`src/rtl/am_dither_pkg.sv`:
```
package am_dither_pkg;

  typedef enum logic {
    MODE_LADDER = 1'b0,
    MODE_THERM  = 1'b1
  } dac_mode_e;

  localparam int unsigned RND_W    = 32;
  localparam logic [31:0] RND_SEED = 32'h1D2C_3B4A;

  // maximal-length feedback: x^32 + x^22 + x^2 + x + 1
  function automatic logic [31:0] rnd_advance(input logic [31:0] s);
    return {s[30:0], s[31] ^ s[21] ^ s[1] ^ s[0]};
  endfunction

endpackage

```
`src/rtl/am_dither_mult.sv`:
```
module am_dither_mult
  import am_dither_pkg::*;
#(
  parameter int unsigned CAR_W = 9,
  parameter int unsigned VID_W = 9,
  localparam int unsigned PROD_W = CAR_W + VID_W
) (
  input  logic              clk,
  input  logic              rst_n,
  input  logic [CAR_W-1:0]  car_i,
  input  logic [VID_W-1:0]  vid_i,
  input  dac_mode_e         mode_i,
  output logic [PROD_W-1:0] prod_q,
  output dac_mode_e         mode_q
);

  logic [PROD_W-1:0] prod_d;
  logic              stage_en;

  always_comb begin
    stage_en = 1'b1;
    prod_d   = PROD_W'(car_i) * PROD_W'(vid_i);
  end

  always_ff @(posedge clk or negedge rst_n) begin
    if (!rst_n) begin
      prod_q <= '0;
      mode_q <= MODE_LADDER;
    end else if (stage_en) begin
      prod_q <= prod_d;
      mode_q <= mode_i;
    end
  end

endmodule

```
`src/rtl/am_dither_rng.sv`:
```
module am_dither_rng
  import am_dither_pkg::*;
(
  input  logic             clk,
  input  logic             rst_n,
  output logic [RND_W-1:0] state_q
);

  logic [RND_W-1:0] state_d;

  always_comb begin
    state_d = rnd_advance(state_q);
  end

  always_ff @(posedge clk or negedge rst_n) begin
    if (!rst_n) begin
      state_q <= RND_SEED;
    end else begin
      state_q <= state_d;
    end
  end

endmodule

```
`src/rtl/am_dither_sat_add.sv`:
```
module am_dither_sat_add
  import am_dither_pkg::*;
#(
  parameter int unsigned PROD_W   = 18,
  parameter int unsigned LAD_DROP = 14,
  parameter int unsigned THM_DROP = 15
) (
  input  logic              clk,
  input  logic              rst_n,
  input  logic [PROD_W-1:0] prod_i,
  input  dac_mode_e         mode_i,
  input  logic [RND_W-1:0]  rnd_i,
  output logic [PROD_W-1:0] sum_q,
  output dac_mode_e         mode_q
);

  localparam logic [PROD_W:0] LAD_MASK = (PROD_W+1)'((64'd1 << LAD_DROP) - 64'd1);
  localparam logic [PROD_W:0] THM_MASK = (PROD_W+1)'((64'd1 << THM_DROP) - 64'd1);

  logic [PROD_W:0]   noise;
  logic [PROD_W:0]   wide_sum;
  logic [PROD_W-1:0] sum_d;
  logic              stage_en;

  always_comb begin
    stage_en = 1'b1;
    noise    = rnd_i[PROD_W:0] & ((mode_i == MODE_THERM) ? THM_MASK : LAD_MASK);
    wide_sum = {1'b0, prod_i} + noise;
    sum_d    = wide_sum[PROD_W] ? {PROD_W{1'b1}} : wide_sum[PROD_W-1:0];
  end

  always_ff @(posedge clk or negedge rst_n) begin
    if (!rst_n) begin
      sum_q  <= '0;
      mode_q <= MODE_LADDER;
    end else if (stage_en) begin
      sum_q  <= sum_d;
      mode_q <= mode_i;
    end
  end

endmodule

```
`src/rtl/am_dither_encode.sv`:
```
module am_dither_encode
  import am_dither_pkg::*;
#(
  parameter int unsigned PROD_W   = 18,
  parameter int unsigned LAD_BITS = 4,
  parameter int unsigned THM_BITS = 3,
  localparam int unsigned OUT_W   = (1 << THM_BITS) - 1
) (
  input  logic              clk,
  input  logic              rst_n,
  input  logic [PROD_W-1:0] sum_i,
  input  dac_mode_e         mode_i,
  output logic [OUT_W-1:0]  dac_q
);

  logic [THM_BITS-1:0] level;
  logic [OUT_W-1:0]    therm;
  logic [OUT_W-1:0]    dac_d;
  logic                stage_en;

  assign level = sum_i[PROD_W-1 -: THM_BITS];

  for (genvar i = 0; i < OUT_W; i++) begin : g_therm
    assign therm[i] = (32'(level) > i);
  end

  always_comb begin
    stage_en = 1'b1;
    if (mode_i == MODE_THERM) begin
      dac_d = therm;
    end else begin
      dac_d = OUT_W'(sum_i[PROD_W-1 -: LAD_BITS]);
    end
  end

  always_ff @(posedge clk or negedge rst_n) begin
    if (!rst_n) begin
      dac_q <= '0;
    end else if (stage_en) begin
      dac_q <= dac_d;
    end
  end

endmodule

```
`src/rtl/am_dither_quantizer.sv`:
```
module am_dither_quantizer
  import am_dither_pkg::*;
#(
  parameter int unsigned CAR_W    = 9,
  parameter int unsigned VID_W    = 9,
  parameter int unsigned LAD_BITS = 4,
  parameter int unsigned THM_BITS = 3,
  localparam int unsigned PROD_W  = CAR_W + VID_W,
  localparam int unsigned OUT_W   = (1 << THM_BITS) - 1
) (
  input  logic             clk,
  input  logic             rst_n,
  input  logic [CAR_W-1:0] carrier_i,
  input  logic [VID_W-1:0] video_i,
  input  logic             therm_mode_i,
  output logic [OUT_W-1:0] dac_o
);

  localparam int unsigned LAD_DROP = PROD_W - LAD_BITS;
  localparam int unsigned THM_DROP = PROD_W - THM_BITS;

  dac_mode_e         mode_in;
  dac_mode_e         mode_s1;
  dac_mode_e         mode_s2;
  logic [PROD_W-1:0] prod_s1;
  logic [PROD_W-1:0] sum_s2;
  logic [RND_W-1:0]  rnd_w;

  assign mode_in = therm_mode_i ? MODE_THERM : MODE_LADDER;

  am_dither_mult #(.CAR_W(CAR_W), .VID_W(VID_W)) u_mult (
    .clk    (clk),
    .rst_n  (rst_n),
    .car_i  (carrier_i),
    .vid_i  (video_i),
    .mode_i (mode_in),
    .prod_q (prod_s1),
    .mode_q (mode_s1)
  );

  am_dither_rng u_rng (
    .clk     (clk),
    .rst_n   (rst_n),
    .state_q (rnd_w)
  );

  am_dither_sat_add #(.PROD_W(PROD_W), .LAD_DROP(LAD_DROP), .THM_DROP(THM_DROP)) u_add (
    .clk    (clk),
    .rst_n  (rst_n),
    .prod_i (prod_s1),
    .mode_i (mode_s1),
    .rnd_i  (rnd_w),
    .sum_q  (sum_s2),
    .mode_q (mode_s2)
  );

  am_dither_encode #(.PROD_W(PROD_W), .LAD_BITS(LAD_BITS), .THM_BITS(THM_BITS)) u_enc (
    .clk    (clk),
    .rst_n  (rst_n),
    .sum_i  (sum_s2),
    .mode_i (mode_s2),
    .dac_q  (dac_o)
  );

endmodule

```
`config.mk`:
```
export PLATFORM = sky130hd
export DESIGN_NAME = am_dither_quantizer
export DESIGN_NICKNAME = d
export VERILOG_FILES = /design/src/rtl/am_dither_pkg.sv /design/src/rtl/am_dither_mult.sv /design/src/rtl/am_dither_rng.sv /design/src/rtl/am_dither_sat_add.sv /design/src/rtl/am_dither_encode.sv /design/src/rtl/am_dither_quantizer.sv
export SDC_FILE = /design/constraint.sdc
export NUM_CORES = 1
export LEC_CHECK = 0
export BUFFER_PORTS_ARGS = -buffer_cell sky130_fd_sc_hd__buf_4
export CAP_MARGIN = 20
export CORE_MARGIN = 10
export CORE_UTILIZATION = 45
export CTS_BUF_LIST = sky130_fd_sc_hd__clkbuf_8
export DETAILED_ROUTE_END_ITERATION = 7
export PLACE_DENSITY_LB_ADDON = 0.12
export SYNTH_ARGS = -nofsm -noshare
export SYNTH_HDL_FRONTEND = slang
export SYNTH_HIERARCHICAL = 1
export SYNTH_SLANG_ARGS = --single-unit
```
`constraint.sdc`:
```
create_clock -name clk -period 3.2 [get_ports clk]
set_clock_uncertainty 0.15 [all_clocks]
set_input_delay 0.64 -clock clk [delete_from_list [all_inputs] [get_ports clk]]
set_output_delay 0.64 -clock clk [all_outputs]
set_load 0.02 [all_outputs]
```
# Yosys cells after proc, flatten, opt, wreduce, memory -nomap -nowiden

Cells that the tools add are included.

Register bits after elaboration: 77
Input bits: 21
Output and inout port bits: 7
Logic and storage cells: 23

Add/subtract/negate cells: 1
Multipliers: 1
Order comparisons: 7
Multiplexer cells: 4
Bitwise logic cells: 4

Operator list:

| cell               | number |
|---|---|
| $add 18x19->19     | 1 |
| $and 19x19->19     | 1 |
| $mul 9x9->18       | 1 |
| $mux 18            | 1 |
| $mux 15            | 1 |
| $gt 3x3->1 const B | 3 |
| $mux 7             | 1 |
| $gt 3x1->1 const B | 2 |
| $gt 3x2->1 const B | 2 |
| $xor 1x1->1        | 3 |
| $mux 1             | 1 |

# Longest topological paths before layout

Depth after elaboration: 4
Gate-level depth with buffers: 17

# Cells and area by module

The synthesis kept the hierarchy.

By module, submodules not included:

| module            | times used | cells an instance | area an instance (um^2) | sequential area each (um^2) |
|---|---|---|---|---|
| am_dither_mult    | 1          | 330               | 3118.0                  | 475.5 |
| am_dither_sat_add | 1          | 145               | 1418.9                  | 475.5 |
| am_dither_rng     | 1          | 66                | 1078.5                  | 819.5 |
| am_dither_encode  | 1          | 22                | 244.0                   | 175.2 |

# Least setup slack after synthesis

Ideal clock, no wire load.

Kind: input -> register
From: input video_i[2]
To: register u_mult.prod_q[15]
Setup time: 0.071 ns
Arrival time: 4.384 ns
Slack: -1.405 ns
Cell stages on the path: 14
Path buffers: 1
Path through: clkbuf_1 -> nand2_1 -> fa_1 -> inv_1 -> fa_1 -> fa_1 -> inv_1 -> fa_1 -> inv_1 -> ha_1 -> a21oi_4 -> a311oi_2 -> or4_1 -> nand4_1

Word-level cells in the longest chain between the ends: 1

RTL lines:

| item                  | line                      | RTL |
|---|---|---|
| start, declared       | am_dither_quantizer.sv:14 | `input logic [VID_W-1:0] video_i,` |
| $mul 9x9->18          | am_dither_mult.sv:22      | `prod_d = PROD_W'(car_i) * PROD_W'(vid_i);` |
| net u_mult.prod_d[15] | am_dither_mult.sv:17      | `logic [PROD_W-1:0] prod_d;` |
| end signal, assigned  | am_dither_mult.sv:30      | `prod_q <= prod_d;` |
| end, declared         | am_dither_mult.sv:13      | `output logic [PROD_W-1:0] prod_q,` |

The timed path passes the listed nets, and every way through them passes these cells.

# Worst setup path in the final report

From: input video_i[7]
To: register u_mult.prod_q[17]

The elaborated chain is that of the path after synthesis.

==> results by group <==
Power
  • Power Dens Cells: 695 nW/um^2
  • Maximum vdd drop: 0.355 mV
  • Static Leak: 3.16 nW
  • Total power: 4.38 mW

Placed design
  • Post-Place Cells: 671
  • Area post-placement: 5780 um^2
  • DP HPWL: 7480 um
  • Port Buffers: 27
  • Gpl congestion: 0.880

CTS
  • Clock-pin slew on the worst setup and hold paths: 0.07 ns
  • Total number of H-tree levels: 3
  • CTS tree: done
  • Clock sink count: 63
  • Inserted Clock Buffers: 9
  • Hold_buf cts: 0
  • CTS max path bufs: 2
  • Clock root buffer: clkbuf_8
  • Worst-skew pair later-pin latency: 0.33 ns

Floorplan
  • Full die area: 15900 um^2
  • Initial core utilization: 46.3%
  • Die W: 126 um
  • I/O pin cnt: 28
  • Core ar.: 10900 um^2
  • Die Span Y: 126 um
  • # rows: 38

Worst setup path
  • Critical path's slowest cell: fa_1
  • Crit path cell chain: buf_6, nand2_2, fa_1, fa_1, inv_2, fa_1, inv_1, fa_1, inv_2, ha_4, nand3_1, a311oi_4, o2111a_1, a311oi_2
  • Crit start category: input pin
  • Crit end category: flip-flop
  • Most used cell, CP: fa_1
  • Buf/Inv on CP: 4
  • Endpoint arrival time on the critical path: 4.12 ns
  • CP top delay family: adder cells
  • CP max FO: 6
  • Critical path required time: 3.25 ns
  • Crit-path max cell delay: 0.56 ns
  • Type of the worst setup path: in -> reg

GRT
  • GR peak layer: met2
  • Grt met3 use: 3.02%
  • First-pass GRT wire length: 16400 um
  • Largest net degree at the start of global routing: 64
  • Grt ovf: 0
  • Initial antenna violation count: 0
  • Global routing met1 resource utilization: 15.1%
  • Number of global-route vias before repair: 3648
  • Routing usage on met2: 20.3%
  • GRT Total Usage: 12.2%

Logic synthesis
  • Syn. warnings: 6
  • Synth Area per Inst: 10.5 um^2
  • Syn_nets: 609
  • Mapped cell area: 5070 um^2
  • Synth Instances: 484

Min path
  • Worst min-delay path class: reg -> reg

Finish
  • Final #Nets: 676
  • N_diodes: 0
  • Area growth syn-to-layout: 24.5%
  • Cell area after layout: 6310 um^2
  • Proportion of layout cells with a drive suffix above 1: 32.7%
  • # fillers: 955
  • Finished Layout Cells: 696
  • Final Util: 57.7%

STA
  • Least-Margin Pin Slew: 0.729 ns
  • Slew Viols, Final: 0
  • Post-layout minimum cycle time: 4.07 ns
  • RSZ-0062 raised after global routing: yes
  • Final setup vio count: 13
  • Fmax: 246 MHz
  • Slew HR: 51.4%
  • Fin crit share: 127%
  • Final WS setup: -0.867 ns
  • Final Hold Viols: 0

Run status
  • Violated checks: setup timing
  • Status: finished with violations

Route
  • Post-DR vias/cell: 4.82
  • Total wire length: 9150 um
  • DR vias: 3355
  • WL per Instance: 13.1 um
  • DR pass1 iterations: 4
  • ANT nets after route: 0
  • DR iter-0 viols: 92
  • DRC: 0

Flow run
  • Max Cap Viol: 0
## worst paths after layout
check | startpoint | depth (start not counted) | to | slack [ns]
max in group asynchronous | rst_n | 1 | u_mult/mode_q | 2.20
min in group asynchronous | rst_n | 1 | u_rng/state_q[2] | 0.21
max | video_i[7] | 14 | u_mult/prod_q[17] | -0.87
min reg2reg | u_rng/state_q[22] | 0 | u_rng/state_q[23] | 0.19
max reg2reg | u_rng/state_q[0] | 8 | u_add/sum_q[16] | 0.51
min | u_rng/state_q[22] | 0 | u_rng/state_q[23] | 0.19
## power by group
group          total, mW  leakage (nW)  switching [mW]  internal, mW
sequential          1.02         0.770          0.0690         0.952
combinational       2.69          2.28            1.29          1.41
clock              0.667         0.108           0.273         0.395
total               4.38          3.16            1.63          2.76
## area by class of cell
cell class	instances	area (um^2)	share of cell area [%]
Multi-Input combinational cell	321	3320	52.7
Sequential cell	63	1600	25.3
Timing Repair Buffer	82	734	11.6
Inverter	74	278	4.40
Tap cell	140	175	2.78
Clock buffer	11	151	2.40
Clock inverter	5	50.0	0.793
## layer usage
| layer | routed length [um] | part of all wire, % | vias up |
|---|---|---|---|
| met1 | 4160 | 45 | 1635 |
| li1 | - | - | 1669 |
| met2 | 4610 | 50 | 46 |
| met4 | 97 | 1.1 | 0 |
| met3 | 282 | 3.1 | 5 |
| met5 | 0 | 0 | - |
## worst register-to-register path: stages (launching register included)
cell	delay (ns)
dfrtp_1	0.42
ha_1	0.23
fa_1	0.35
a21o_2	0.21
a311oi_1	0.29
o21a_2	0.22
a211oi_4	0.10
o31ai_2	0.27
mux2_4	0.32
## metrics by stage
| stage | TNS [ns] | setup slack (ns) | hold WS, ns |
|---|---|---|---|
| 2_1_floorplan | -9.08 | -1.02 | 0.181 |
| 3_3_place_gp | -12.95 | -1.27 | 0.185 |
| 3_5_place_dp | -13.20 | -1.30 | 0.188 |
| 4_1_cts | -7.63 | -0.829 | 0.195 |
| 5_1_grt | -10.01 | -1.00 | 0.194 |
| 6_report | -8.49 | -0.867 | 0.194 |
## registers in the layout, summed over array words and instances, names as in the netlist
name and count:
u_rng/state_q 32, u_mult/mode_q 1, u_mult/prod_q 18, u_enc/dac_q 7, u_add/mode_q 1, u_add/sum_q 4
## cells in the final DEF (no fill, tap or decap), types with 3 or more instances in the layout
cell	n
inv_1	65
buf_4	58
and2_1	49
dfrtp_1	48
fa_1	45
ha_1	44
nand2_1	29
buf_6	19
a21oi_1	15
dfstp_2	15
xnor2_1	12
clkbuf_8	11
nor2_1	11
inv_2	11
nand2_2	9
ha_4	9
nand2_4	8
o211ai_1	7
fa_2	6
a21o_1	5
nor3_1	5
and3_1	4
nand3_1	4
and2_4	4
a21oi_2	4
buf_8	3
nand2b_1	3
o21a_1	3
o21ai_0	3
xor2_1	3
## timing repair
item / CTS / global route
gates resized for setup: 51 / 17
setup buffers: 6 / 3
setup endpoints to repair: 13 / 13
pin swaps: 21 / 17
hold endpoints to repair: 0 / 0
Note: power is estimated with default switching activity, not from simulation.
